<file path="src/rtl/vsft_pkg.sv">
package vsft_pkg;

  // Field order follows the register bit positions: [7] first-field extra,
  // [6] second-field extra, [5] direction, [4:0] offset.
  typedef struct packed {
    logic       xtra_first;
    logic       xtra_second;
    logic       advance;
    logic [4:0] ofs;
  } edge_cfg_t;

  localparam int NUM_REGS = 2;
  localparam int REG_W    = 8;

endpackage

</file>
<file path="src/rtl/vsft_cfg_regs.sv">
module vsft_cfg_regs
  import vsft_pkg::*;
#(
  parameter logic [REG_W-1:0] RST_VS = 8'h14,
  parameter logic [REG_W-1:0] RST_FT = 8'h63
) (
  input  logic             clk,
  input  logic             rst,
  input  logic             we,
  input  logic             addr,
  input  logic [REG_W-1:0] wdata,
  input  logic             load,
  output logic [REG_W-1:0] rdata,
  output edge_cfg_t        act_vs,
  output edge_cfg_t        act_ft
);

  logic [REG_W-1:0] prog_q [NUM_REGS];
  logic [REG_W-1:0] act_q  [NUM_REGS];

  for (genvar g = 0; g < NUM_REGS; g++) begin : g_reg
    localparam logic [REG_W-1:0] RV = (g == 0) ? RST_VS : RST_FT;

    always_ff @(posedge clk) begin
      if (rst) begin
        prog_q[g] <= RV;
      end else if (we && (addr == g[0])) begin
        prog_q[g] <= wdata;
      end
    end

    always_ff @(posedge clk) begin
      if (rst) begin
        act_q[g] <= RV;
      end else if (load) begin
        act_q[g] <= prog_q[g];
      end
    end


    wr_take_chk: assert property (@(posedge clk) disable iff (rst)
      (we && (addr == g[0])) |=> (prog_q[g] == $past(wdata)));


    act_hold_chk: assert property (@(posedge clk) disable iff (rst)
      !load |=> $stable(act_q[g]));
  end

  always_ff @(posedge clk) begin
    if (rst) begin
      rdata <= '0;
    end else begin
      rdata <= prog_q[addr];
    end
  end

  assign act_vs = edge_cfg_t'(act_q[0]);
  assign act_ft = edge_cfg_t'(act_q[1]);

endmodule

</file>
<file path="src/rtl/vsft_line_track.sv">
module vsft_line_track #(
  parameter int LINES = 625,
  localparam int LW   = $clog2(LINES + 1),
  localparam int HALF = LINES / 2
) (
  input  logic          clk,
  input  logic          rst,
  input  logic          line_start,
  input  logic          parity,
  output logic [LW-1:0] line_q,
  output logic [LW-1:0] line_nxt,
  output logic          boundary
);

  logic par_prev_q;
  logic resync;

  assign resync = parity && !par_prev_q;

  always_comb begin
    if (resync || (line_q == LW'(LINES))) begin
      line_nxt = LW'(1);
    end else begin
      line_nxt = line_q + LW'(1);
    end
  end

  assign boundary = line_start &&
                    ((line_nxt == LW'(1)) || (line_nxt == LW'(HALF + 1)));

  always_ff @(posedge clk) begin
    if (rst) begin
      line_q     <= LW'(LINES);
      par_prev_q <= 1'b0;
    end else if (line_start) begin
      line_q     <= line_nxt;
      par_prev_q <= parity;
    end
  end


  line_range_chk: assert property (@(posedge clk) disable iff (rst)
    (line_q >= LW'(1)) && (line_q <= LW'(LINES)));


  line_step_chk: assert property (@(posedge clk) disable iff (rst)
    !line_start |=> $stable(line_q));

endmodule

</file>
<file path="src/rtl/vsft_edge_target.sv">
module vsft_edge_target
  import vsft_pkg::*;
#(
  parameter int LINES       = 625,
  parameter int BASE_FIRST  = 23,
  parameter int BASE_SECOND = 335,
  localparam int LW         = $clog2(LINES + 1)
) (
  input  logic                 clk,
  input  logic                 rst,
  input  edge_cfg_t            cfg,
  // index 1: edge in/closing the first field, index 0: the second field
  output logic [1:0][LW-1:0]   tgt,
  output logic [1:0][LW-1:0]   pre
);

  for (genvar f = 0; f < 2; f++) begin : g_fld
    localparam int BASE = (f == 1) ? BASE_FIRST : BASE_SECOND;
    logic xtra;
    int   sum;

    assign xtra = (f == 1) ? cfg.xtra_first : cfg.xtra_second;

    always_comb begin
      sum = BASE + LINES + int'(xtra);
      if (cfg.advance) begin
        sum = sum - int'(cfg.ofs);
      end else begin
        sum = sum + int'(cfg.ofs);
      end
      if (sum > LINES) sum = sum - LINES;
      if (sum > LINES) sum = sum - LINES;
      tgt[f] = LW'(sum);
      pre[f] = (sum == 1) ? LW'(LINES) : LW'(sum - 1);
    end


    tgt_range_chk: assert property (@(posedge clk) disable iff (rst)
      (tgt[f] >= LW'(1)) && (tgt[f] <= LW'(LINES)));
  end

endmodule

</file>
<file path="src/rtl/vsync_field_timer.sv">
module vsync_field_timer
  import vsft_pkg::*;
#(
  parameter int               LINES        = 625,
  parameter int               VS_END_REF   = 23,
  parameter int               FT_REF       = 313,
  parameter int               VS_RISE_A    = 623,
  parameter int               VS_RISE_B    = 311,
  parameter logic [1:0]       VS_HALF_ADV  = 2'b00,
  parameter logic [REG_W-1:0] RST_VS_CFG   = 8'h14,
  parameter logic [REG_W-1:0] RST_FT_CFG   = 8'h63
) (
  input  logic       clk,
  input  logic       rst,
  input  logic       line_start,
  input  logic       half_line,
  input  logic       field_parity,
  input  logic       cfg_we,
  input  logic       cfg_addr,
  input  logic [7:0] cfg_wdata,
  output logic [7:0] cfg_rdata,
  output logic       vs_o,
  output logic       field_o,
  output logic       tc_v,
  output logic       tc_f
);

  localparam int LW   = $clog2(LINES + 1);
  localparam int HALF = LINES / 2;

  edge_cfg_t          act_vs, act_ft;
  logic [LW-1:0]      line_q, line_nxt;
  logic               boundary;
  logic [1:0][LW-1:0] vs_tgt, vs_pre, ft_tgt, ft_pre;
  logic [1:0]         half_en, hit_line, hit_half;
  logic               vs_set, vs_clr, ft_hit;
  logic               vs_q, field_q;

  vsft_cfg_regs #(.RST_VS(RST_VS_CFG), .RST_FT(RST_FT_CFG)) u_regs (
    .clk(clk), .rst(rst), .we(cfg_we), .addr(cfg_addr), .wdata(cfg_wdata),
    .load(boundary), .rdata(cfg_rdata), .act_vs(act_vs), .act_ft(act_ft)
  );

  vsft_line_track #(.LINES(LINES)) u_line (
    .clk(clk), .rst(rst), .line_start(line_start), .parity(field_parity),
    .line_q(line_q), .line_nxt(line_nxt), .boundary(boundary)
  );

  vsft_edge_target #(
    .LINES(LINES), .BASE_FIRST(VS_END_REF), .BASE_SECOND(VS_END_REF + HALF)
  ) u_vs_tgt (
    .clk(clk), .rst(rst), .cfg(act_vs), .tgt(vs_tgt), .pre(vs_pre)
  );

  vsft_edge_target #(
    .LINES(LINES), .BASE_FIRST(FT_REF), .BASE_SECOND(FT_REF + LINES - HALF)
  ) u_ft_tgt (
    .clk(clk), .rst(rst), .cfg(act_ft), .tgt(ft_tgt), .pre(ft_pre)
  );

  for (genvar f = 0; f < 2; f++) begin : g_vs_end
    assign half_en[f]  = act_vs.advance && VS_HALF_ADV[f];
    assign hit_line[f] = line_start && !half_en[f] && (line_nxt == vs_tgt[f]);
    assign hit_half[f] = half_line && half_en[f] && (line_q == vs_pre[f]);
  end

  assign vs_set = line_start &&
                  ((line_nxt == LW'(VS_RISE_A)) || (line_nxt == LW'(VS_RISE_B)));
  assign vs_clr = (|hit_line) || (|hit_half);
  assign ft_hit = line_start &&
                  ((line_nxt == ft_tgt[1]) || (line_nxt == ft_tgt[0]));

  always_ff @(posedge clk) begin
    if (rst) begin
      vs_q <= 1'b0;
    end else if (vs_clr) begin
      vs_q <= 1'b0;
    end else if (vs_set) begin
      vs_q <= 1'b1;
    end
  end

  always_ff @(posedge clk) begin
    if (rst) begin
      field_q <= 1'b0;
    end else if (ft_hit) begin
      field_q <= ~field_q;
    end
  end

  assign vs_o    = vs_q;
  assign tc_v    = vs_q;
  assign field_o = field_q;
  assign tc_f    = field_q;


  vs_pulse_chk: assert property (@(posedge clk) disable iff (rst)
    (!line_start && !half_line) |=> $stable(vs_q));


  fld_pulse_chk: assert property (@(posedge clk) disable iff (rst)
    !line_start |=> $stable(field_q));


  half_gate_chk: assert property (@(posedge clk) disable iff (rst)
    (half_line && !act_vs.advance) |=> $stable(vs_q));

endmodule

</file>
<file path="config.mk">
export PLATFORM = sky130hd
export DESIGN_NAME = vsync_field_timer
export DESIGN_NICKNAME = d
export VERILOG_FILES = /design/src/rtl/vsft_pkg.sv /design/src/rtl/vsft_cfg_regs.sv /design/src/rtl/vsft_line_track.sv /design/src/rtl/vsft_edge_target.sv /design/src/rtl/vsync_field_timer.sv
export SDC_FILE = /design/constraint.sdc
export NUM_CORES = 1
export LEC_CHECK = 0
export BUFFER_PORTS_ARGS = -buffer_cell sky130_fd_sc_hd__clkbuf_2
export CORE_MARGIN = 1.5
export CORE_UTILIZATION = 60
export DETAILED_ROUTE_END_ITERATION = 12
export MAX_ROUTING_LAYER = met4
export PLACE_DENSITY = 0.78
export SYNTH_ARGS = -nofsm -noshare
export SYNTH_HDL_FRONTEND = slang
export SYNTH_SLANG_ARGS = --single-unit
</file>
<file path="constraint.sdc">
create_clock -name clk -period 6.1 [get_ports clk]
set_clock_uncertainty 0.1 [all_clocks]
set_input_delay 0 -clock clk [delete_from_list [all_inputs] [get_ports clk]]
set_output_delay 0 -clock clk [all_outputs]
set_load 0.05 [all_outputs]
</file>
## Word-level counts from Yosys, hierarchy flattened

Memories as Yosys holds them, arrays and structs flattened. A register that Yosys moved wholly into a read port is not among the register bits.
Index checks and enable logic that the tools add are counted.

- Add/subtract/negate cells: 21
- Multipliers: 0
- Div/mod/pow operators: 0
- $lt $le $gt $ge: 8
- Eq/ne operators: 9
- Shift-type cells: 0
- Muxes and demuxes: 28
- Bitwise logic cells: 6
- Reductions and logical operators: 14

Operator list:

| operator | number |
|---|---|
| greater-than comparator 32 x 11 -> 1 bit, second input constant | 8 |
| two-way mux 32 bit | 8 |
| adder 32 x 6 -> 32 bit | 4 |
| subtractor 32 x 11 -> 32 bit, second input constant | 4 |
| subtractor 32 x 6 -> 32 bit | 4 |
| two-way mux 10 bit | 5 |
| == test 10 bit | 4 |
| subtractor 10 bit, second input constant | 4 |
| adder 10 x 1 -> 11 bit, first input constant | 3 |
| two-way mux 8 bit | 4 |
| == test 10 bit, second input constant | 2 |
| == test 10 x 9 -> 1 bit, second input constant | 2 |
| adder 11 x 1 -> 12 bit, first input constant | 1 |
| two-way mux 1 bit | 11 |
| adder 10 x 1 -> 10 bit, second input constant | 1 |
| == test 10 x 1 -> 1 bit, second input constant | 1 |
| logical AND 1 bit | 8 |
| logical OR 1 bit | 4 |
| OR 1 bit | 4 |
| OR reduction 3 bit | 1 |
| NOT 1 bit | 2 |
| logical NOT 1 bit | 1 |

- Flip-flop bits (word level): 13
- Bits in latches: 0
- Memory bits (writable): 32
- ROM bits: 0
- Input port bits: 15
- Word-level logic and storage cells: 92
- Memories kept: 2

Memories:

| name | depth | bits a word | read ports | clocked after Yosys merged registers in | wr ports | line | text |
|---|---|---|---|---|---|---|---|
| u_regs.act_q | 2 | 8 | 2 | 0 | 2 | vsft_cfg_regs.sv:19 | `logic [REG_W-1:0] act_q [NUM_REGS];` |
| u_regs.prog_q | 2 | 8 | 3 | 1 | 2 | vsft_cfg_regs.sv:18 | `logic [REG_W-1:0] prog_q [NUM_REGS];` |

## Logic depth before layout (Yosys ltp)

Gate-level depths: netlist (run 1).

- Word-level depth: 11
- Mapped depth: 20
- Depth with buffers taken out: 19

## By module

Synthesis (run 1) repeated with hierarchy kept, for this count alone.

- Cells, all modules: 754
- Area, all modules: 6407.4 um^2

Modules (own cells, without submodules):

| module | instances | cells an instance | area each (um^2) | seq. area each (um^2) |
|---|---|---|---|---|
| vsft_edge_target at u_ft_tgt | 1 | 253 | 1808.0 | 0.0 |
| vsft_edge_target at u_vs_tgt | 1 | 209 | 1541.5 | 0.0 |
| vsft_cfg_regs | 1 | 101 | 1535.2 | 1121.1 |
| vsft_line_track | 1 | 112 | 844.6 | 220.2 |
| vsync_field_timer | 1 | 79 | 678.2 | 40.0 |

## Least setup slack after synthesis (run 1)

No wires, ideal clock.

- Kind: register to register
- Start: memory u_regs.act_q[0][0]
- End: register vs_q, in the netlist tc_v
- Library setup time: 129 ps
- Arrival: 3729 ps
- Data required time: 5871 ps
- Path slack: 2142 ps
- Stages on the path, launching flop included: 20
- Clock period less this slack: 3958 ps
- Path through: edfxtp_1 ha_1 inv_1 ha_1 mux2i_1 ha_1 nor2_1 nor2_1 a31o_1 buf_6 nand2_1 o21ai_0 ha_1 o2111ai_1 a41oi_1 mux2i_1 xnor2_1 nand2_1 a311oi_2 a31oi_1

RTL lines:

| what | line | text |
|---|---|---|
| from (decl) | vsft_cfg_regs.sv:19 |  |
| to (signal assigned) | vsync_field_timer.sv:75 | `vs_q <= 1'b0;` |
| to (signal assigned) | vsync_field_timer.sv:77 | `vs_q <= 1'b0;` |
| to (signal assigned) | vsync_field_timer.sv:79 | `vs_q <= 1'b1;` |
| to (decl) | vsync_field_timer.sv:37 | `logic vs_q, field_q;` |

==> summary.md, run 1 <==
| Metric | Value |
|---|---|
| Run status | complete, no violations |
| Die height | 96.2 um |
| Total inserted antenna cells | 0 |
| Synthesized Nets | roughly 670 |
| Per-instance average area after synthesis | 8.33 um^2 |
| Endpoint required time on the critical path | approximately 6.2 ns |
| Proportion of netlist area held by the largest area contributor | 0.184 |
| WL/cell | roughly 16 um |
| Signed area change from the synthesized netlist to the final layout | 5.88% |
| Aggregate routed wire length | between 10 and 15 mm |
| Critical Path End | tc_v |
| Final critical-path share of the clock period | 0.781 |
| Clk Latency, worst-skew pair | 0.33 ns |
| Number of stages on the worst setup path | 19 |
| Post-synth EDFFs | 32 |
| Post-CTS Resized | 0 |
| Crit-path slowest cell | sky130_fd_sc_hd__a41oi_1 |
| Clock slew at the register clock pins of the worst setup and hold paths | ~0.12 ns |
| Final estimated routing congestion in global placement | approximately 0.9 |
| X dimension of the die | 96.2 um |
| Initial antenna violation count | 0 |
| Distinct cells, synth | slightly below 80 |
| Buffer levels on the longest clock path | 2 |
| Critical Path Max Stage Delay | roughly 0.61 ns |
| I/O Pins | 27 |
| Global-route total usage across every layer | 0.276 |
| Top FF cell, synth | sky130_fd_sc_hd__edfxtp_1 |
| Cts hold-fix bufs | 9 |
| CTS H-Tree Depth | 2 |
| Number of vias per cell after detailed routing | 6.25 |
| Critical Path Most Common Cell | sky130_fd_sc_hd__ha_1 |
| Arr. time, crit path | around 4.9 ns |
| Floorplan Core Area | 0.00830 mm^2 |
| Final number of max-transition violations | 0 |
| Critical Path Sink Type | flip-flop |
| Post-CTS Setup Bufs | 0 |
| Sequential area share after synthesis | 0.265 |
| Synthesis Warnings | 0 |
| Total number of vias | 4,663 |
| Number of DRC violations after detailed routing | 0 |
| CTS root buf | sky130_fd_sc_hd__clkbuf_8 |
| DP HPWL | between 9 and 10 mm |
| Clock tree from TritonCTS | done |
| Setup repair after global routing missed its margin | false |
| Pin count of the biggest net entering global routing | 35 |
| Library cell with the largest summed area after synthesis | sky130_fd_sc_hd__edfxtp_1 |
| Category of cells accounting for the largest share of critical-path delay | compound AO/OA/AOI/OAI gates |
| Row cnt | 33 |
| Clk sink count | 53 |
| Timing-limited maximum frequency | approximately 0.21 GHz |
| Number of instances in the synthesized netlist | between 600 and 700 |
| Overall power consumption | 0.00111 W |
| Register-to-Register Setup Slack | around 1.3 ns |
| Number of global-route vias before repair | 4,200 |
| Most common library cell in the layout ignoring fill and taps | sky130_fd_sc_hd__nor2_1 |
| Number of setup violations in the final report | 0 |
| Mapped Area | 0.00522 mm^2 |
| Final Hold Slack | approximately 0.085 ns |
| Wire length of the first global-routing pass | roughly 20 mm |
| Depth of the worst register-to-register path | 19 |
| Pwr/cell area | 200 mW/mm^2 |
| Starting utilization of the core area | 0.629 |
| Synth Register Bits | 53 |
| ANT nets after route | 0 |
| Setup Total Neg Slack | 0 ns |
| RR Startpoint | u_regs.act_q[0][7] |
| CP Max Fanout | 10 |
| Buffering stage count on the worst path with inverters included | 2 |
| Leak Pwr | 2.17 nW |
| Kind of critical path | reg2reg |
| Num CTS Buffers | 5 |
| Reported max-cap violation count | 0 |
| Peak supply drop | ~140 uV |
| Async set-reset flop share out of synthesis | 0 |
| Launching element of the worst setup path | u_regs.act_q[0][7] |
| Remaining global-route overflow | 0 |
| Fraction of final layout cells with drive strength greater than 1 | 0.0827 |
| Class of the tightest hold or removal check | in2reg |
| Detailed Routing Iterations Pass 1 | 5 |
| Number of buffer cells added on primary ports | 25 |
| Nets@finish | 688 |
| Top cells by area in the synthesized netlist | sky130_fd_sc_hd__edfxtp_1, sky130_fd_sc_hd__dfxtp_1, sky130_fd_sc_hd__xnor2_1, sky130_fd_sc_hd__ha_1, sky130_fd_sc_hd__mux2i_1 |
| Die Footprint | approximately 0.0093 mm^2 |
| Slew of the pin with the lowest slew margin | around 0.86 ns |
| Commonest non-fill, non-tap cells in the layout | sky130_fd_sc_hd__nor2_1, sky130_fd_sc_hd__xnor2_1, sky130_fd_sc_hd__nand2_1 |
| Number of hold-slack violations in the final timing report | 0 |
| Initial drt markers | about 310 |
| Final worst path period need | approximately 4.8 ns |
| Fillers | 703 |
| Nature of the critical path startpoint | flip-flop |
| CP cell instances | inv_1 -> ha_1 -> inv_1 -> ha_1 -> mux2i_1 -> ha_1 -> nor2_1 -> nor2_1 -> a31o_1 -> nand2_1 -> o21ai_0 -> ha_1 -> o2111ai_1 -> a41oi_1 -> mux2i_1 -> xnor2_1 -> nand2_1 -> a311oi_2 -> a31oi_1 |
| Max transition margin | 0.424 |
| Reg-to-Reg End | tc_v |
## report_power, final
group          leakage [nW]  switching [W]  total [W]  internal (W)
logic                  1.64       0.000269   0.000453      0.000183
clock network        0.0506       0.000136   0.000222     0.0000863
registers             0.478      0.0000257   0.000430      0.000405
## sequential cells by signal (all words and copies together) (netlist names)
| signal | count |
|---|---|
| tc_v | 1 |
| u_line.par_prev_q | 1 |
| u_regs.prog_q | 16 |
| u_regs.rdata | 8 |
| u_regs.act_q | 16 |
| u_line.line_q | 10 |
| field_o | 1 |
## cell families (layout without fill, tap and decap cells)
kind of cell    count (synthesis)  after routing  share of synthesized area
flops                          53             53                      0.265
fa+ha+maj                      33             33                     0.0820
mux                            24             24                     0.0465
compound gates                149            149                      0.204
simple gates                  246            246                      0.248
buf+inv                        60             75                     0.0520
xor+xnor                       61             61                      0.102
## tightest hold or removal path, delay by kind of cell
| kind | cells | cell delay [ns] |
|---|---|---|
| simple gates | 2 | 0.31 |
| buf+inv | 1 | 0.10 |
## metal layers
layer  track usage  share of wire  up-vias
li1              -              -     2296
met1         0.364           0.47     2196
met2         0.441           0.46      146
met3        0.0308          0.047       25
met4        0.0956          0.021        0
met5             -              0        -
## metrics by stage
stage | cells | setup slack, ns | cell area, um^2 | util
3_5_place_dp | 729 | 1.34 | 5340 | 0.643
5_1_grt | 746 | 0.958 | 5520 | 0.665
4_1_cts | 746 | 1.37 | 5520 | 0.665
3_3_place_gp | 729 | 1.57 | 5340 | 0.643
6_report | 746 | 1.33 | 5520 | 0.665
2_1_floorplan | 626 | 2.14 | 5220 | -
## synthesized netlist by cell type (all sizes together), types with 12 or more instances
| master | number |
|---|---|
| inv | 32 |
| clkbuf | 13 |
| buf | 15 |
| edfxtp | 32 |
| and3 | 12 |
| nor2 | 59 |
| xnor2 | 48 |
| mux2i | 22 |
| and2 | 27 |
| or3 | 13 |
| o21ai | 34 |
| nand3 | 14 |
| nand2b | 15 |
| a21oi | 31 |
| nand2 | 44 |
| ha | 31 |
| xor2 | 13 |
| nor2b | 14 |
| dfxtp | 21 |
## layout make-up
type,instances,area [um^2],share of cell area
Clock buffer,5,68.8,0.0125
Tap cell,105,131,0.0238
Sequential cell,53,1380,0.250
Inverter,32,120,0.0217
Multi-Input combinational cell,513,3570,0.646
Timing Repair Buffer,35,223,0.0403
Clock inverter,3,28.8,0.00521
## worst min path at each step
| stage | startpoint | endpoint | depth (start not counted) |
|---|---|---|---|
| after floorplan | field_parity | u_line.par_prev_q | 2 |
| after global placement | field_parity | u_line.par_prev_q | 3 |
| after detailed placement | field_parity | u_line.par_prev_q | 3 |
| after CTS | cfg_we | u_regs.prog_q[0][2] | 3 |
| after global routing | cfg_we | u_regs.prog_q[0][2] | 3 |
| final | cfg_we | u_regs.prog_q[0][2] | 3 |
Note: power is estimated with default switching activity, not from simulation.
==> inputs of run 2 (changes only) <==
- clock period: 6.1 -> 4.6 ns (I/O delays scaled with it)
==> run 2 against run 1 <==
  * Cell count rose by 0.67%
  * Register-to-register slack got worse by 0.97 ns
  * Global-route usage rose by 0.16 points
  * Combinational power rose by 35%
  * Sequential power rose by 32%
  * Power rose by 31%
  * Maximum frequency rose by 13%
  * Largest power group unchanged
  * Sequential cell count did not move
  * First-iteration DRC count rose by 8.7%
  * Largest cell class unchanged
==> summary.md, run 2 (synthesis gave the netlist of run 1 again) <==
| Metric | Value |
|---|---|
| Total number of vias | between 4,000 and 5,000 |
| Pin count of the biggest net entering global routing | 35 |
| Aggregate routed wire length | ~12 mm |
| DP HPWL | approximately 9.3 mm |
| Arr. time, crit path | 4.33 ns |
| Num CTS Buffers | 5 |
| Pwr/cell area | between 200 and 300 mW/mm^2 |
| Buffering stage count on the worst path with inverters included | 3 |
| Number of vias per cell after detailed routing | between 6 and 7 |
| I/O Pins | 27 |
| Signed area change from the synthesized netlist to the final layout | 6.48% |
| Remaining global-route overflow | 0 |
| Crit-path slowest cell | sky130_fd_sc_hd__edfxtp_1 |
| Floorplan Core Area | 0.00830 mm^2 |
| Fraction of final layout cells with drive strength greater than 1 | 0.0913 |
| Final instance count without filler cells | around 750 |
| Total inserted antenna cells | 0 |
| Leak Pwr | roughly 2.2 nW |
| Clk Latency, worst-skew pair | around 0.31 ns |
| Nets@finish | just under 700 |
| Kind of critical path | reg2reg |
| Run status | complete, no violations |
| Reported max-cap violation count | 0 |
| Most common library cell in the layout ignoring fill and taps | sky130_fd_sc_hd__nor2_1 |
| Nature of the critical path startpoint | flip-flop |
| CTS root buf | sky130_fd_sc_hd__clkbuf_8 |
| Buffer levels on the longest clock path | 2 |
| ANT nets after route | 0 |
| Number of setup violations in the final report | 0 |
| Detailed Routing Iterations Pass 1 | 5 |
| Placed Instances | around 730 |
| Die height | between 90 and 100 um |
| Registers with the highest flip-flop counts | u_regs.act_q: 16 flops, u_regs.prog_q: 16 flops, u_line.line_q: 10 flops |
| CTS H-Tree Depth | 2 |
| Row cnt | 33 |
| Overall power consumption | ~0.0014 W |
| Critical Path Most Common Cell | sky130_fd_sc_hd__inv_1 |
| Critical Path Max Stage Delay | 0.52 ns |
| Endpoint required time on the critical path | 4.70 ns |
| Commonest non-fill, non-tap cells in the layout | sky130_fd_sc_hd__nor2_1, sky130_fd_sc_hd__xnor2_1, sky130_fd_sc_hd__nand2_1 |
| Peak supply drop | between 200 and 250 uV |
| Max transition margin | 0.397 |
| Post-CTS Setup Bufs | 0 |
| Final estimated routing congestion in global placement | 0.989 |
| Initial drt markers | between 300 and 400 |
| Number of global-route vias before repair | between 4,000 and 5,000 |
| Global-route total usage across every layer | 0.278 |
| Class of the tightest hold or removal check | in2reg |
| Placement-stage cell area | around 0.0054 mm^2 |
| Wire length of the first global-routing pass | ~20 mm |
| Final critical-path share of the clock period | 0.920 |
| CP Max Fanout | 7 |
| Clock tree from TritonCTS | done |
| X dimension of the die | roughly 96 um |
| Number of hold-slack violations in the final timing report | 0 |
| Setup repair after global routing missed its margin | false |
| Timing-limited maximum frequency | between 0.2 and 0.25 GHz |
| Initial antenna violation count | 0 |
| Layout Cell Area excl Fill | between 0.005 and 0.006 mm^2 |
| Critical Path Sink Type | flip-flop |
| Final number of max-transition violations | 0 |
| Starting utilization of the core area | 0.629 |
| Final worst path period need | between 4 and 5 ns |
| Number of DRC violations after detailed routing | 0 |
| Clk sink count | 53 |
| Clock slew at the register clock pins of the worst setup and hold paths | ~0.11 ns |
| Die Footprint | around 0.0093 mm^2 |
| Category of cells accounting for the largest share of critical-path delay | compound AO/OA/AOI/OAI gates |
| WL/cell | around 16 um |
| Number of buffer cells added on primary ports | 25 |
| Setup Total Neg Slack | 0 ns |
| Slew of the pin with the lowest slew margin | 0.901 ns |
| CP cell instances | inv_1 -> ha_1 -> inv_1 -> fa_1 -> mux2i_1 -> inv_1 -> ha_1 -> o31a_1 -> a2111oi_2 -> a21oi_2 -> o21ai_1 -> xnor2_1 -> a211oi_1 -> nand4b_1 -> nand3b_1 |
## run 2: report_power, final
part / internal (W) / total [W] / switching, W
Combinational: 0.000248 / 0.000610 / 0.000362
Clock: 0.000108 / 0.000265 / 0.000157
Sequential: 0.000536 / 0.000569 / 0.0000327
## run 2: per-stage QoR
| step | setup WS, ns | util | hold slack (ns) |
|---|---|---|---|
| floorplan | 0.642 | - | 0.0472 |
| global placement | 0.406 | 0.647 | 0.154 |
| detailed placement | 0.305 | 0.647 | 0.176 |
| CTS | 0.286 | 0.669 | 0.0937 |
| global route | 0.0719 | 0.669 | 0.114 |
| finish | 0.368 | 0.669 | 0.106 |
## run 2: layer usage
metal / track usage / vias up / wire length, um
met5: - / - / 0
met4: 0.0748 / 0 / 247
met3: 0.0411 / 19 / 706
met2: 0.439 / 148 / 5420
met1: 0.372 / 2091 / 5550
li1: - / 2303 / -
## run 2: area by class of cell
cell class	instances	area (um^2)
Clock buffer	6	72.6
Multi-Input combinational cell	513	3570
Timing Repair Buffer	40	260
Fill cell	691	2750
Clock inverter	2	15.0
Inverter	32	120
Tap cell	105	131
Sequential cell	53	1380
## run 2: path summary, 6_finish.rpt
path / startpoint / to / slack, ns / depth (start not counted)
max: u_regs.act_q[1][6] / field_o / 0.37 / 15
min: cfg_we / u_regs.prog_q[1][5] / 0.11 / 3
max reg2reg: u_regs.act_q[1][6] / field_o / 0.37 / 15
min reg2reg: u_line.par_prev_q / u_line.par_prev_q / 0.42 / 2
## run 2: repair_timing
action	in CTS	in global routing
endpoints found under the setup margin	0	1
hold buffers	9	0
hold endpoints to repair	17	0
gates resized for setup	0	2
## run 2: tightest hold or removal path, stage by stage
cell and delay [ns]:
sky130_fd_sc_hd__clkbuf_2 0.11, sky130_fd_sc_hd__nor3b_1 0.22, sky130_fd_sc_hd__nand2b_1 0.09
==> inputs of run 3 (changes only) <==
- ABC_AREA: default -> 1
==> run 3 against run 2 <==
  * Maximum frequency is 1.9% higher
  * Highest routed layer unchanged
  * Cell count is 12% higher
  * Critical endpoint unchanged
  * Via count is 3.2% higher
  * Area after synthesis is 4.1% lower
  * Sequential power is 2% lower
==> summary.md, run 3 <==
| Metric | Value |
|---|---|
| Synthesis Warnings | 0 |
| Critical Path End | field_o |
| Synth Register Bits | between 50 and 60 |
| Peak supply drop | roughly 340 uV |
| NetSw | about 0.00053 W |
| Number of global-route vias before repair | around 4,500 |
| Starting utilization of the core area | 0.615 |
| Sequential area share after synthesis | 0.276 |
| Fillers | roughly 700 |
| Number of hold-slack violations in the final timing report | 0 |
| Pin count of the biggest net entering global routing | 19 |
| CTS root buf | sky130_fd_sc_hd__clkbuf_8 |
| Number of setup violations in the final report | 0 |
| Kind of critical path | reg2reg |
| Async set-reset flop share out of synthesis | 0 |
| Pwr/cell area | between 200 and 300 mW/mm^2 |
| Fraction of final layout cells with drive strength greater than 1 | 0.119 |
| ANT nets after route | 0 |
| Part of the power in registers | 0.408 |
| Reg-to-Reg End | field_o |
| Detailed Routing Iterations Pass 1 | 6 |
| Num CTS Buffers | 5 |
| Wire length of the first global-routing pass | just under 20 mm |
| Class of the tightest hold or removal check | in2reg |
| Per-instance average area after synthesis | around 7.1 um^2 |
| Worst slack after detailed placement | ~0.2 ns |
| Proportion of netlist area held by the largest area contributor | 0.192 |
| Initial antenna violation count | 0 |
| Max transition margin | 0.216 |
| Clk Latency, worst-skew pair | around 0.31 ns |
| Instance count along the most critical hold path | 2 |
| Number of instances in the synthesized netlist | 705 |
| Floorplan Core Area | a little over 0.008 mm^2 |
| Portion of total power attributed to the clock network | 0.193 |
| Final worst path period need | around 4.2 ns |
| Final critical-path share of the clock period | 0.903 |
| Buffer levels on the longest clock path | 2 |
| Post-CTS Setup Bufs | 0 |
| I/O Pins | 27 |
| Global-route total usage across every layer | 0.287 |
| Clk sink count | 53 |
| Timing-limited maximum frequency | 0.241 GHz |
| Final instance count without filler cells | around 840 |
| Die height | about 94 um |
| CTS H-Tree Depth | 2 |
| Number of DRC violations after detailed routing | 0 |
| Leak Pwr | roughly 2.6 nW |
| Mapped Area | 0.00500 mm^2 |
| Final estimated routing congestion in global placement | between 0.9 and 1 |
| DP HPWL | 8.96 mm |
| RR Startpoint | u_regs.act_q[1][6] |
| Aggregate routed wire length | approximately 12 mm |
| Multi-input logic area | between 0.003 and 0.004 mm^2 |
| Remaining global-route overflow | 0 |
| Distinct cells, synth | between 50 and 60 |
| Share of power burned in combinational logic | 0.400 |
| WL/cell | roughly 14 um |
| Top cell types by occurrence after synthesis | sky130_fd_sc_hd__nand2_1, sky130_fd_sc_hd__inv_1, sky130_fd_sc_hd__nand3_1, sky130_fd_sc_hd__nor2_1, sky130_fd_sc_hd__o21ai_0 |
| Launching element of the worst setup path | u_regs.act_q[1][6] |
| Initial drt markers | 320 |
| Library cell with the largest summed area after synthesis | sky130_fd_sc_hd__edfxtp_1 |
| Sequential Area | ~0.0014 mm^2 |
| Register-to-Register Setup Slack | 0.45 ns |
| Setup Total Neg Slack | 0 ns |
| Endpoint required time on the critical path | approximately 4.7 ns |
| Most numerous cell in the Yosys netlist | sky130_fd_sc_hd__nand2_1 |
| Critical Path Sink Type | flip-flop |
| Reported max-cap violation count | 0 |
| Die Footprint | around 0.009 mm^2 |
| Synthesized Nets | about 750 |
| Cell-internal power | around 0.00083 W |
| Number of vias per cell after detailed routing | about 5.6 |
| Arr. time, crit path | between 4 and 5 ns |
| Clock slew at the register clock pins of the worst setup and hold paths | about 0.090 ns |
| Depth of the worst register-to-register path | 27 |
| Post-synth EDFFs | 32 |
| Slew of the pin with the lowest slew margin | around 1.2 ns |
| Nature of the critical path startpoint | flip-flop |
| Top cells by area in the synthesized netlist | sky130_fd_sc_hd__edfxtp_1, sky130_fd_sc_hd__nand2_1, sky130_fd_sc_hd__dfxtp_1, sky130_fd_sc_hd__ha_1, sky130_fd_sc_hd__inv_1 |
| Signed area change from the synthesized netlist to the final layout | 8.03% |
| Number of buffer cells added on primary ports | 25 |
| Registers with the highest flip-flop counts | u_regs.act_q: 16 flops, u_regs.prog_q: 16 flops, u_line.line_q: 10 flops |
| Proportion of total power due to net switching | 0.390 |
| Total number of vias | approximately 4,700 |
| Commonest non-fill, non-tap cells in the layout | sky130_fd_sc_hd__nand2_1, sky130_fd_sc_hd__inv_1, sky130_fd_sc_hd__nand3_1 |
| Top FF cell, synth | sky130_fd_sc_hd__edfxtp_1 |
| Placed Instances | just over 800 |
| CP Max Fanout | 12 |
| Row cnt | 33 |
| Nets@finish | 786 |
| X dimension of the die | around 94 um |
| Clock tree from TritonCTS | done |
| Run status | complete, no violations |
| Final number of max-transition violations | 0 |
| Overall power consumption | approximately 0.0014 W |
| Total inserted antenna cells | 0 |
| Setup repair after global routing missed its margin | false |
| Most common library cell in the layout ignoring fill and taps | sky130_fd_sc_hd__nand2_1 |
| Worst Slack Setup Final | 0.447 ns |
run 3: per-layer routing:
metal	GRT usage	wire length (um)	vias to the layer above
li1	-	-	2355
met1	0.330	4830	2151
met2	0.509	5780	163
met3	0.0259	650	39
met4	0.119	348	0
met5	-	0	-
run 3: what timing repair did:
action	CTS	global route
endpoints found under the hold margin	27	0
hold buffers	13	0
endpoints found under the setup margin	0	1
resized for setup	0	3
run 3: cell type report:
type / instances / area share
clock buffers: 5 / 0.0127
clock inverters: 3 / 0.00394
inverters: 110 / 0.0764
multi-input cells: 529 / 0.578
flip-flops and latches: 53 / 0.256
well taps: 105 / 0.0243
repair buffers: 39 / 0.0486
run 3: how the worst min path moves through the flow:
stage,from,end
final,line_start,u_line.line_q[8]
after global routing,line_start,u_line.line_q[3]
after CTS,line_start,u_line.line_q[3]
after detailed placement,cfg_wdata[2],u_regs.prog_q[0][2]
after global placement,cfg_wdata[2],u_regs.prog_q[0][2]
after floorplan,line_start,u_line.line_q[1]
run 3: critical path, stage by stage (launching register included):
cell and delay (ns):
sky130_fd_sc_hd__edfxtp_1 0.52, sky130_fd_sc_hd__inv_1 0.15, sky130_fd_sc_hd__ha_1 0.17, sky130_fd_sc_hd__inv_1 0.05, sky130_fd_sc_hd__fa_1 0.39, sky130_fd_sc_hd__o21ai_0 0.25, sky130_fd_sc_hd__inv_1 0.07, sky130_fd_sc_hd__nor2_1 0.11
sky130_fd_sc_hd__ha_1 0.15, sky130_fd_sc_hd__inv_1 0.05, sky130_fd_sc_hd__o21ai_2 0.21, sky130_fd_sc_hd__nand3_1 0.14, sky130_fd_sc_hd__o21ai_0 0.32, sky130_fd_sc_hd__nor2_1 0.12, sky130_fd_sc_hd__nand2_2 0.22, sky130_fd_sc_hd__nand2_1 0.17
sky130_fd_sc_hd__nand2_1 0.11, sky130_fd_sc_hd__nand2_1 0.06, sky130_fd_sc_hd__nand2_1 0.06, sky130_fd_sc_hd__nand2_1 0.06, sky130_fd_sc_hd__clkinv_1 0.04, sky130_fd_sc_hd__nand2_1 0.04, sky130_fd_sc_hd__nor2_1 0.10, sky130_fd_sc_hd__nand2_1 0.07
sky130_fd_sc_hd__nand2_1 0.12, sky130_fd_sc_hd__nand3_1 0.10, sky130_fd_sc_hd__nand2_1 0.08, sky130_fd_sc_hd__nor2_1 0.05
run 3: cell families after synthesis:
family | after synthesis | share of synthesized area
simple gates | 349 | 0.326
buf+inv | 123 | 0.100
compound gates | 94 | 0.108
flops | 53 | 0.276
xor+xnor | 52 | 0.102
fa+ha+maj | 33 | 0.0856
mux | 1 | 0.00200
run 3: stage by stage:
stage | utilization | hold slack, ns | instance area, um^2
floorplan | - | 0.0668 | 5000
global placement | 0.636 | 0.173 | 5180
detailed placement | 0.636 | 0.176 | 5180
CTS | 0.663 | 0.000776 | 5400
global route | 0.664 | 0.0305 | 5400
finish | 0.664 | 0.00685 | 5400
run 3: power groups by stage:
stage | clock, W | combinational [W] | sequential [W]
floorplan | 0 | 0.000410 | 0.000579
global placement | 0 | 0.000509 | 0.000565
CTS | 0.000265 | 0.000537 | 0.000555
detailed placement | 0 | 0.000527 | 0.000566
global route | 0.000279 | 0.000609 | 0.000560
finish | 0.000263 | 0.000545 | 0.000556
